## src/rtl/shared_irq_pkg.sv

```systemverilog
package shared_irq_pkg;

   localparam int BUS_W        = 32;
   localparam int MAX_LINES    = 256;
   localparam int MAX_TARGETS  = 16;

   // word addresses
   localparam int A_CONFIG     = 0;
   localparam int A_WEDGE      = 1;
   localparam int A_POL_BASE   = 8;
   localparam int A_TRIG_BASE  = 16;
   localparam int A_DUAL_BASE  = 24;
   localparam int A_MSET_BASE  = 32;
   localparam int A_MCLR_BASE  = 40;
   localparam int A_PEND_BASE  = 48;
   localparam int A_ROUTE_BASE = 64;

   localparam int WEDGE_ACT_BIT = 31;
   localparam int WEDGE_NUM_W   = 8;

   function automatic int words_for(input int lines);
      return (lines + BUS_W - 1) / BUS_W;
   endfunction

endpackage

```

## src/rtl/irq_line_sense.sv

```systemverilog
module irq_line_sense
   import shared_irq_pkg::*;
(
   input  logic clk,
   input  logic rst_n,
   input  logic line_i,
   input  logic pol_i,
   input  logic edge_i,
   input  logic dual_i,
   input  logic wset_i,
   input  logic wclr_i,
   output logic pend_o
);

   logic prev_q;
   logic pend_q;
   logic active;
   logic rise;
   logic fall;
   logic det;
   logic pend_d;

   assign active = (line_i == pol_i);
   assign rise   = line_i & ~prev_q;
   assign fall   = ~line_i & prev_q;

   always_comb begin
      if (dual_i)
         det = rise | fall;
      else if (pol_i)
         det = rise;
      else
         det = fall;
   end

   always_comb begin
      if (edge_i)
         pend_d = det | wset_i | (pend_q & ~wclr_i);
      else
         pend_d = active;
   end

   always_ff @(posedge clk) begin
      if (!rst_n) begin
         prev_q <= 1'b0;
         pend_q <= 1'b0;
      end else begin
         prev_q <= line_i;
         pend_q <= pend_d;
      end
   end

   assign pend_o = pend_q;

   // level pending tracks the conditioned input one cycle later
   p_level_track_r3: assert property (@(posedge clk) disable iff (!rst_n)
      (!edge_i) |=> (pend_o == $past(line_i == pol_i)));

   // edge pending holds until a wedge clear
   p_edge_hold_r4: assert property (@(posedge clk) disable iff (!rst_n)
      (edge_i && pend_o && !wclr_i) |=> pend_o);

   // both-edge latches any transition
   p_dual_any_r5: assert property (@(posedge clk) disable iff (!rst_n)
      (edge_i && dual_i && (line_i != prev_q)) |=> pend_o);

   // wedge set on an edge line marks it pending
   p_wedge_set_r6: assert property (@(posedge clk) disable iff (!rst_n)
      (edge_i && wset_i) |=> pend_o);

endmodule

```

## src/rtl/irq_first_pick.sv

```systemverilog
module irq_first_pick #(
   parameter int NUM_LINES = 32,
   parameter int ID_W      = $clog2(NUM_LINES + 1)
) (
   input  logic [NUM_LINES-1:0] cand_i,
   output logic                 found_o,
   output logic [ID_W-1:0]      id_o
);

   always_comb begin
      id_o = ID_W'(NUM_LINES);
      for (int i = NUM_LINES - 1; i >= 0; i--) begin
         if (cand_i[i])
            id_o = ID_W'(i);
      end
   end

   assign found_o = |cand_i;

endmodule

```

## src/rtl/irq_cfg_regs.sv

```systemverilog
module irq_cfg_regs
   import shared_irq_pkg::*;
#(
   parameter int NUM_LINES   = 32,
   parameter int NUM_TARGETS = 4,
   parameter int ADDR_W      = 9,
   parameter int TGT_W       = 2
) (
   input  logic                       clk,
   input  logic                       rst_n,
   input  logic [ADDR_W-1:0]          bus_addr_i,
   input  logic                       bus_wr_i,
   input  logic [BUS_W-1:0]           bus_wdata_i,
   output logic [BUS_W-1:0]           bus_rdata_o,
   input  logic [NUM_LINES-1:0]       pend_i,
   output logic [NUM_LINES-1:0]       pol_o,
   output logic [NUM_LINES-1:0]       trig_o,
   output logic [NUM_LINES-1:0]       dual_o,
   output logic [NUM_LINES-1:0]       mask_o,
   output logic [NUM_LINES*TGT_W-1:0] route_o,
   output logic [NUM_LINES-1:0]       wset_o,
   output logic [NUM_LINES-1:0]       wclr_o
);

   localparam int WORDS   = words_for(NUM_LINES);
   localparam int PAD_W   = WORDS * BUS_W;
   localparam int LCODE   = NUM_LINES / 8 - 1;
   localparam int TCODE   = NUM_TARGETS - 1;

   logic [NUM_LINES-1:0] pol_q;
   logic [NUM_LINES-1:0] trig_q;
   logic [NUM_LINES-1:0] dual_q;
   logic [NUM_LINES-1:0] mask_q;
   logic [TGT_W-1:0]     route_q [NUM_LINES];

   logic                 wedge_hit;
   logic [PAD_W-1:0]     pol_pad;
   logic [PAD_W-1:0]     trig_pad;
   logic [PAD_W-1:0]     dual_pad;
   logic [PAD_W-1:0]     mask_pad;
   logic [PAD_W-1:0]     pend_pad;

   // wedge command decode, one comparator per line
   assign wedge_hit = bus_wr_i && (bus_addr_i == ADDR_W'(A_WEDGE));

   for (genvar g = 0; g < NUM_LINES; g++) begin : g_wedge
      logic num_hit;
      assign num_hit   = (bus_wdata_i[WEDGE_NUM_W-1:0] == WEDGE_NUM_W'(g));
      assign wset_o[g] = wedge_hit && num_hit &&  bus_wdata_i[WEDGE_ACT_BIT];
      assign wclr_o[g] = wedge_hit && num_hit && !bus_wdata_i[WEDGE_ACT_BIT];
      assign route_o[g*TGT_W +: TGT_W] = route_q[g];
   end

   always_ff @(posedge clk) begin
      if (!rst_n) begin
         pol_q  <= '1;
         trig_q <= '0;
         dual_q <= '0;
         mask_q <= '0;
         for (int i = 0; i < NUM_LINES; i++)
            route_q[i] <= '0;
      end else if (bus_wr_i) begin
         for (int i = 0; i < NUM_LINES; i++) begin
            if (bus_addr_i == ADDR_W'(A_POL_BASE + i / BUS_W))
               pol_q[i] <= bus_wdata_i[i % BUS_W];
            if (bus_addr_i == ADDR_W'(A_TRIG_BASE + i / BUS_W))
               trig_q[i] <= bus_wdata_i[i % BUS_W];
            if (bus_addr_i == ADDR_W'(A_DUAL_BASE + i / BUS_W))
               dual_q[i] <= bus_wdata_i[i % BUS_W];
            if ((bus_addr_i == ADDR_W'(A_MSET_BASE + i / BUS_W)) && bus_wdata_i[i % BUS_W])
               mask_q[i] <= 1'b1;
            if ((bus_addr_i == ADDR_W'(A_MCLR_BASE + i / BUS_W)) && bus_wdata_i[i % BUS_W])
               mask_q[i] <= 1'b0;
            if ((bus_addr_i == ADDR_W'(A_ROUTE_BASE + i)) &&
                (bus_wdata_i < BUS_W'(NUM_TARGETS)))
               route_q[i] <= bus_wdata_i[TGT_W-1:0];
         end
      end
   end

   assign pol_o  = pol_q;
   assign trig_o = trig_q;
   assign dual_o = dual_q;
   assign mask_o = mask_q;

   // read side
   always_comb begin
      pol_pad  = '0;
      trig_pad = '0;
      dual_pad = '0;
      mask_pad = '0;
      pend_pad = '0;
      pol_pad[NUM_LINES-1:0]  = pol_q;
      trig_pad[NUM_LINES-1:0] = trig_q;
      dual_pad[NUM_LINES-1:0] = dual_q;
      mask_pad[NUM_LINES-1:0] = mask_q;
      pend_pad[NUM_LINES-1:0] = pend_i;
   end

   always_comb begin
      bus_rdata_o = '0;
      if (bus_addr_i == ADDR_W'(A_CONFIG)) begin
         bus_rdata_o[15:8] = 8'(LCODE);
         bus_rdata_o[3:0]  = 4'(TCODE);
      end
      for (int w = 0; w < WORDS; w++) begin
         if (bus_addr_i == ADDR_W'(A_POL_BASE + w))
            bus_rdata_o = pol_pad[w*BUS_W +: BUS_W];
         if (bus_addr_i == ADDR_W'(A_TRIG_BASE + w))
            bus_rdata_o = trig_pad[w*BUS_W +: BUS_W];
         if (bus_addr_i == ADDR_W'(A_DUAL_BASE + w))
            bus_rdata_o = dual_pad[w*BUS_W +: BUS_W];
         if (bus_addr_i == ADDR_W'(A_MSET_BASE + w) ||
             bus_addr_i == ADDR_W'(A_MCLR_BASE + w))
            bus_rdata_o = mask_pad[w*BUS_W +: BUS_W];
         if (bus_addr_i == ADDR_W'(A_PEND_BASE + w))
            bus_rdata_o = pend_pad[w*BUS_W +: BUS_W];
      end
      for (int i = 0; i < NUM_LINES; i++) begin
         if (bus_addr_i == ADDR_W'(A_ROUTE_BASE + i))
            bus_rdata_o = BUS_W'(route_q[i]);
      end
   end

   // a one written to the set word enables line 0
   p_mask_set_r2: assert property (@(posedge clk) disable iff (!rst_n)
      (bus_wr_i && bus_addr_i == ADDR_W'(A_MSET_BASE) && bus_wdata_i[0]) |=> mask_o[0]);

   // a one written to the clear word disables line 0
   p_mask_clr_r2: assert property (@(posedge clk) disable iff (!rst_n)
      (bus_wr_i && bus_addr_i == ADDR_W'(A_MCLR_BASE) && bus_wdata_i[0]) |=> !mask_o[0]);

   // an out-of-range route write leaves line 0 where it was
   p_route_keep_r8: assert property (@(posedge clk) disable iff (!rst_n)
      (bus_wr_i && bus_addr_i == ADDR_W'(A_ROUTE_BASE) &&
       bus_wdata_i >= BUS_W'(NUM_TARGETS)) |=> $stable(route_o[TGT_W-1:0]));

   // a wedge command touches at most one line
   p_wedge_single_r6: assert property (@(posedge clk) disable iff (!rst_n)
      $onehot0(wset_o | wclr_o));

endmodule

```

## src/rtl/shared_irq_ctrl.sv

```systemverilog
module shared_irq_ctrl
   import shared_irq_pkg::*;
#(
   parameter int NUM_LINES   = 32,
   parameter int NUM_TARGETS = 4,
   parameter int ADDR_W      = 9,
   localparam int ID_W       = $clog2(NUM_LINES + 1),
   localparam int TGT_W      = (NUM_TARGETS > 1) ? $clog2(NUM_TARGETS) : 1
) (
   input  logic                        clk,
   input  logic                        rst_n,
   input  logic [NUM_LINES-1:0]        irq_lines_i,
   input  logic [ADDR_W-1:0]           bus_addr_i,
   input  logic                        bus_wr_i,
   input  logic [31:0]                 bus_wdata_i,
   output logic [31:0]                 bus_rdata_o,
   output logic [NUM_TARGETS-1:0]      tgt_irq_o,
   output logic [NUM_TARGETS*ID_W-1:0] tgt_id_o
);

   // elaboration-time parameter checks
   if (NUM_LINES < 8 || NUM_LINES > MAX_LINES || (NUM_LINES % 8) != 0) begin : g_bad_lines
      $error("NUM_LINES must be a multiple of 8 between 8 and 256");
   end
   if (NUM_TARGETS < 1 || NUM_TARGETS > MAX_TARGETS) begin : g_bad_targets
      $error("NUM_TARGETS must be between 1 and 16");
   end
   if ((A_ROUTE_BASE + NUM_LINES) > (1 << ADDR_W)) begin : g_bad_addr
      $error("ADDR_W too narrow for the route words");
   end

   logic [NUM_LINES-1:0]       pol_w;
   logic [NUM_LINES-1:0]       trig_w;
   logic [NUM_LINES-1:0]       dual_w;
   logic [NUM_LINES-1:0]       mask_w;
   logic [NUM_LINES-1:0]       pend_w;
   logic [NUM_LINES-1:0]       wset_w;
   logic [NUM_LINES-1:0]       wclr_w;
   logic [NUM_LINES*TGT_W-1:0] route_w;

   irq_cfg_regs #(
      .NUM_LINES   (NUM_LINES),
      .NUM_TARGETS (NUM_TARGETS),
      .ADDR_W      (ADDR_W),
      .TGT_W       (TGT_W)
   ) u_regs (
      .clk         (clk),
      .rst_n       (rst_n),
      .bus_addr_i  (bus_addr_i),
      .bus_wr_i    (bus_wr_i),
      .bus_wdata_i (bus_wdata_i),
      .bus_rdata_o (bus_rdata_o),
      .pend_i      (pend_w),
      .pol_o       (pol_w),
      .trig_o      (trig_w),
      .dual_o      (dual_w),
      .mask_o      (mask_w),
      .route_o     (route_w),
      .wset_o      (wset_w),
      .wclr_o      (wclr_w)
   );

   for (genvar g = 0; g < NUM_LINES; g++) begin : g_line
      irq_line_sense u_sense (
         .clk    (clk),
         .rst_n  (rst_n),
         .line_i (irq_lines_i[g]),
         .pol_i  (pol_w[g]),
         .edge_i (trig_w[g]),
         .dual_i (dual_w[g]),
         .wset_i (wset_w[g]),
         .wclr_i (wclr_w[g]),
         .pend_o (pend_w[g])
      );
   end

   for (genvar t = 0; t < NUM_TARGETS; t++) begin : g_tgt
      logic [NUM_LINES-1:0] cand;
      logic [ID_W-1:0]      pick;
      logic                 found;

      for (genvar g = 0; g < NUM_LINES; g++) begin : g_sel
         assign cand[g] = pend_w[g] & mask_w[g] &
                          (route_w[g*TGT_W +: TGT_W] == TGT_W'(t));
      end

      irq_first_pick #(
         .NUM_LINES (NUM_LINES),
         .ID_W      (ID_W)
      ) u_pick (
         .cand_i  (cand),
         .found_o (found),
         .id_o    (pick)
      );

      assign tgt_irq_o[t]              = found;
      assign tgt_id_o[t*ID_W +: ID_W]  = pick;

      // a reported line is pending, enabled and routed here
      p_pick_ok_r7: assert property (@(posedge clk) disable iff (!rst_n)
         tgt_irq_o[t] |-> (pick < ID_W'(NUM_LINES)) &&
                          pend_w[pick] && mask_w[pick] &&
                          (route_w[pick*TGT_W +: TGT_W] == TGT_W'(t)));

      // no request means the idle id
      p_idle_id_r7: assert property (@(posedge clk) disable iff (!rst_n)
         !tgt_irq_o[t] |-> (tgt_id_o[t*ID_W +: ID_W] == ID_W'(NUM_LINES)));
   end

   // a disabled line never raises a target
   p_masked_quiet_r1: assert property (@(posedge clk) disable iff (!rst_n)
      (mask_w == '0) |-> (tgt_irq_o == '0));

endmodule

```

## config.mk

```make
export PLATFORM = sky130hd
export DESIGN_NAME = shared_irq_ctrl
export DESIGN_NICKNAME = d
export VERILOG_FILES = /design/src/rtl/shared_irq_pkg.sv /design/src/rtl/irq_line_sense.sv /design/src/rtl/irq_first_pick.sv /design/src/rtl/irq_cfg_regs.sv /design/src/rtl/shared_irq_ctrl.sv
export SDC_FILE = /design/constraint.sdc
export NUM_CORES = 1
export LEC_CHECK = 0
export BUFFER_PORTS_ARGS = -buffer_cell sky130_fd_sc_hd__buf_2
export CAP_MARGIN = 20
export CORE_MARGIN = 8
export CORE_UTILIZATION = 35
export CTS_CLUSTER_DIAMETER = 50
export DETAILED_ROUTE_END_ITERATION = 8
export GPL_TIMING_DRIVEN = 1
export PLACE_DENSITY = 0.61
export SLEW_MARGIN = 5
export SYNTH_ARGS = -nofsm -noshare
export SYNTH_HDL_FRONTEND = slang
export SYNTH_SLANG_ARGS = --single-unit
export TNS_END_PERCENT = 100
```

## constraint.sdc

```tcl
create_clock -name clk -period 2.5 [get_ports clk]
set_input_delay 0.125 -clock clk [delete_from_list [all_inputs] [get_ports clk]]
set_output_delay 0.125 -clock clk [all_outputs]
set_load 0.02 [all_outputs]
```

**Yosys cells after proc, flatten, opt, wreduce, memory -nomap -nowiden**

Memories as Yosys holds them, arrays and structs flattened.
Cells that the tools add are included.

- Register bits after elaboration: 192
- Logic and storage cells: 1567
- Memories kept: 1
- RAM bits: 64
- Input bits: 76

- Reduce and logical (&&, ||, !) cells: 300
- Order comparisons: 1
- Eq/ne operators: 198
- Multiplexer cells: 488
- Bitwise gates (word level): 480

Memories:

| name | words | width | read ports | clocked after memory_dff | write ports | line | RTL |
|---|---|---|---|---|---|---|---|
| u_regs.route_q | 32 | 2 | 32 | 0 | 32 | irq_cfg_regs.sv:34 | `logic [TGT_W-1:0] route_q [NUM_LINES];` |

Operators by type and width:

| kind | number |
|---|---|
| 32-bit 2-to-1 mux | 37 |
| 6-bit 2-to-1 mux | 128 |
| 1-bit 2-to-1 mux | 289 |
| 9-bit by 7-bit equality test with 1-bit output, second input constant | 32 |
| 1-bit bitwise AND | 256 |
| 1-bit logical AND | 193 |
| 2-bit equality test, second input constant | 64 |
| 8-bit by 5-bit equality test with 1-bit output, second input constant | 16 |
| 1-bit OR | 128 |
| 32-bit OR reduction | 4 |
| 1-bit inverter | 96 |
| 2-bit AND reduction | 35 |
| 2-bit 2-to-1 mux | 34 |
| 2-bit by 1-bit equality test with 1-bit output, second input constant | 32 |
| 8-bit by 4-bit equality test with 1-bit output, second input constant | 8 |
| 2-bit zero test | 32 |
| 2-bit nonzero test | 32 |
| 1-bit equality test | 32 |
| 8-bit by 3-bit equality test with 1-bit output, second input constant | 4 |
| 32-bit by 3-bit < comparator with 1-bit output, second input constant | 1 |
| 9-bit by 6-bit equality test with 1-bit output, second input constant | 3 |
| 9-bit by 5-bit equality test with 1-bit output, second input constant | 2 |
| 8-bit by 2-bit equality test with 1-bit output, second input constant | 2 |
| 9-bit by 1-bit equality test with 1-bit output, second input constant | 1 |
| other kinds (6) | 6 |

**Depth between registers and ports, before layout**

- Depth after elaboration: 39
- Depth in mapped cells: 9

**By module**

From an unflattened synthesis, not the netlist that was laid out.

- Cells, all modules: 2040
- Area total of the unflattened synthesis: 16957.5 um^2

By module, submodules not included:

| module | sequential area each (um^2) | area each (um^2) | cells an instance | times used |
|---|---|---|---|---|
| irq_cfg_regs | 4484.3 | 9615.5 | 1192 | 1 |
| irq_line_sense | 40.0 | 133.9 | 14 | 32 |
| irq_first_pick | 0.0 | 396.6 | 67 | 4 |
| shared_irq_ctrl | 0.0 | 1471.4 | 132 | 1 |

**Least setup slack after synthesis**

OpenSTA, ideal clock, no wires.

- Kind: reg-to-output
- From: mem u_regs.route_q[29][0], in the netlist u_regs.route_q[0][58]
- To: out tgt_id_o[2]
- Stages on the path, launching flop included: 7
- Arrival: 2.455 ns
- Data required time: 2.375 ns
- Path slack: -0.080 ns
- Path through: edfxtp_1 nor4bb_1 nor4b_1 nand2b_1 a21oi_1 o21bai_1 a2111oi_0

RTL lines:

| element | line | RTL |
|---|---|---|
| start: declaration | irq_cfg_regs.sv:34 |  |
| end: declaration | shared_irq_ctrl.sv:18 | `output logic [NUM_TARGETS*ID_W-1:0] tgt_id_o` |

**Final worst setup path**

- From: reg u_regs.mask_q[28], in the netlist u_regs.mask_o[28]
- To: out tgt_id_o[2]

- Word-level cells in the longest chain between the ends: 31

RTL lines:

| element | line | RTL |
|---|---|---|
| start: declaration | irq_cfg_regs.sv:33 | `logic [NUM_LINES-1:0] mask_q;` |
| start signal: assignment | irq_cfg_regs.sv:59 | `mask_q <= '0;` |
| start signal: indexed assignment | irq_cfg_regs.sv:71 | `mask_q[i] <= 1'b1;` |
| start signal: indexed assignment | irq_cfg_regs.sv:73 | `mask_q[i] <= 1'b0;` |
| 1-bit bitwise AND (2 in series) | shared_irq_ctrl.sv:83 | `assign cand[g] = pend_w[g] & mask_w[g] &` |
| 6-bit 2-to-1 mux (29 in series) | irq_first_pick.sv:13 | `if (cand_i[i])` |

Every way passes these cells.

==> flow_summary.ini <==
[logic_synthesis]
synth_edf_count = 64
yosysUniqueCellTypes = 83
synth_top_family_by_area = simple AND/OR/NAND/NOR gates
yosysSeqAreaShare = 0.360
synth_area_sq_um = 16000
ys_ff_latch = 256
synth_commonest_cells = 359 x nand2_1, 192 x dfxtp_1, 144 x nor2_1
synth-compound-area-share = 0.193
synth_top_area_cell = dfxtp_1
synth.top_cell.area_share = 0.240
ys_async_sr_fraction = 0
syn_inst = 1985
synthSimpleGateAreaFrac = 0.275
muxShareOfSynthArea = 0.0524
synth-xor-area-share = 0.0181
synthMostInstantiatedCell = nand2_1
avgSynthCellArea_sq_um = 8.06
yosys_warnings = 0
synth-main-ff-cell = dfxtp_1
synth_area_leaders = dfxtp_1 24%, edfxtp_1 12%, nand2_1 8.4%
synth_fa_ha_area_frac = 0.0501
synth_nets = 2125

[clock_tree]
clkTransAtPathRegs_ns = 0.06
cts_buffers = 31
clk_latency_ns = 0.59
h-tree-depth = 1
cts.sinks = 256
cts_tree = yes
clockBufferDepth = 3
cts_root_buf = clkbuf_16

[status]
violations = setup timing
run_status = finished, violations left

[cells_and_area]
syn2layout_area_growth_pct = 35.3
post-route-util = 0.478
drive_gt1_frac = 0.262
fin_cells = 2964
nets = 2478

[global_routing]
grt_start_max_net_pins = 79
track_usage = 0.250
grt_pass1_vias = 16700
antenna_found_initial = 2
grt_overflow_total = 0
grt_pass1_wl_microns = 104000

[power_and_ir_drop]
power_frac_seq = 0.437
switching_share = 0.264
p_int_uw = 7640
p_per_area_nw_per_um2 = 480
clock_power_share = 0.453
power.leakage_uw = 0.00880
p_total_uw = 10400
p_switching_uw = 2740
ir_drop_mv = 0.484
p_comb_frac = 0.109

[sta]
rsz0062_at_grt = true
final.period_utilization = 1.14
setup_violations = 27
fmax_ghz = 0.352
fin_skew_ns = 0.00940
worst_pin_slew_ns = 0.746
final-hold-violation-count = 0
finalMaxSlewViolations = 0
setup_slack_ns = -0.342
whs_ns = 0.0292
post-route-min-period_ns = 2.84
slew_headroom = 0.498

[placement]
placed_cells = 2782
dp_hpwl_microns = 52100
port_buffers = 135
place_congestion = 0.992

[critical_path]
crit_arrival_ns = 2.72
critical_path.max_fanout = 6
startpoint_type = flop
worst_path_largest_cell_delay_ns = 0.47
cp.required_ns = 2.38
crit_buf_inv = 4
critical_path_depth = 10
worst_path_dominant_cell_family = buffers and inverters
rr_worst_depth = 5
critical_path_class = flop to output pin
cp-end-kind = output pin
crit_path_cell_trace = nor4bb_2, buf_4, nor4b_2, nand2b_1, a21oi_1, buf_4, o21bai_2, a2111oi_4, buf_4, buf_6
critPathSlowestCell = dfxtp_1
cpMostUsedCell = buf_4

[floorplan]
chipWidth_microns = 230
coreArea_sq_um = 45300
num_rows = 78
die_h_microns = 230
io_pins = 136
die_area_sq_um = 52800
initial_core_util = 0.353

[detailed_routing]
first_pass_iters = 7
drcViolationCount = 0
wire_per_inst_microns = 23.7
first_iter_violations = 2169
via_per_inst = 5.93
antenna_left = 0
num_vias = 17600
wl_microns = 70200

[worst_hold_path]
min_path_cells = 3
hold_path.class = primary input to flop

[run]
cap_violations = 0
through the flow:
stage	setup slack, ns	setup TNS, ns	area [sq um]
final	-0.342	-4.24	21600
after global routing	-0.452	-6.53	21600
after CTS	-0.363	-4.84	21200
after detailed placement	-0.148	-0.161	18600
after global placement	-0.172	-0.185	18600
after floorplan	0.162	0	16000
area by class of cell:
cell class	instances	area [sq um]
Inverter	86	325
Tap cell	600	751
Multi-Input combinational cell	1528	10200
Fill cell	4366	23600
Timing Repair Buffer	435	3530
Antenna cell	1	2.50
Sequential cell	256	5780
Clock buffer	40	871
Clock inverter	18	193
metal layers:
layer  share of wire  GRT usage
met5         0.00017          0
met4           0.033     0.0788
met3            0.10     0.0468
met2            0.44      0.384
met1            0.43      0.351
timing repair:
action | CTS | global route
setup buffers | 56 | 19
hold endpoints to repair | 170 | 0
pin swaps | 75 | 47
endpoints found under the setup margin | 30 | 30
hold buffers | 59 | 0
gates resized for setup | 163 | 79
final timing paths:
| check | slack (ns) | endpoint | startpoint |
|---|---|---|---|
| setup / recovery | -0.34 | tgt_id_o[2] | u_regs.mask_o[28]$_SDFFE_PN0P_ |
| hold reg to reg | 0.48 | g_line[27].u_sense.pend_o$_SDFF_PN0_ | u_regs.trig_o[27]$_SDFFE_PN0P_ |
| setup reg to reg | 1.17 | g_line[16].u_sense.pend_o$_SDFF_PN0_ | g_line[16].u_sense.prev_q$_SDFF_PN0_ |
| hold / removal | 0.03 | u_regs.mask_o[2]$_SDFFE_PN0P_ | bus_wdata_i[2] |
layout by cell type, fill, tap and decap left out, types with 40 or more instances in the layout:
| cell type | instances |
|---|---|
| a21oi_1 | 126 |
| dfxtp_1 | 177 |
| buf_4 | 211 |
| nand4_1 | 43 |
| nor2_1 | 135 |
| nand4b_1 | 40 |
| nand2_1 | 352 |
| ha_1 | 64 |
| mux2i_1 | 40 |
| edfxtp_1 | 64 |
| o21ai_0 | 119 |
| nand3_1 | 67 |
| buf_2 | 108 |
| inv_1 | 83 |
| dlygate4sd3_1 | 59 |
worst reg2reg max path, stage by stage (launching register included):
cell	delay (ns)
dfxtp_1	0.33
inv_1	0.05
ha_1	0.17
mux2_2	0.25
o21ai_0	0.26
a31oi_1	0.15
power groups by stage:
stage	sequential, uW	clock, uW	combinational [uW]
2_1_floorplan	4570	0	476
3_3_place_gp	4610	0	935
3_5_place_dp	4620	0	950
4_1_cts	4520	4740	1100
5_1_grt	4550	4890	1210
6_report	4540	4710	1140
flip-flops by register name, indices dropped and copies added, names as in the netlist:
name / count
g_line.u_sense.pend_o: 32
u_regs.route_q: 64
g_line.u_sense.prev_q: 32
u_regs.dual_o: 32
u_regs.pol_o: 32
u_regs.trig_o: 32
u_regs.mask_o: 32
logic make-up after synthesis:
kind of cell	count (synthesis)
adders and majority gates	64
DFF	256
and+or+nand+nor	868
xor gates and xnor gates	33
AOI/OAI and AO/OA	486
muxes	77
buffers and inverters	201
Note: power is estimated with default switching activity, not from simulation.
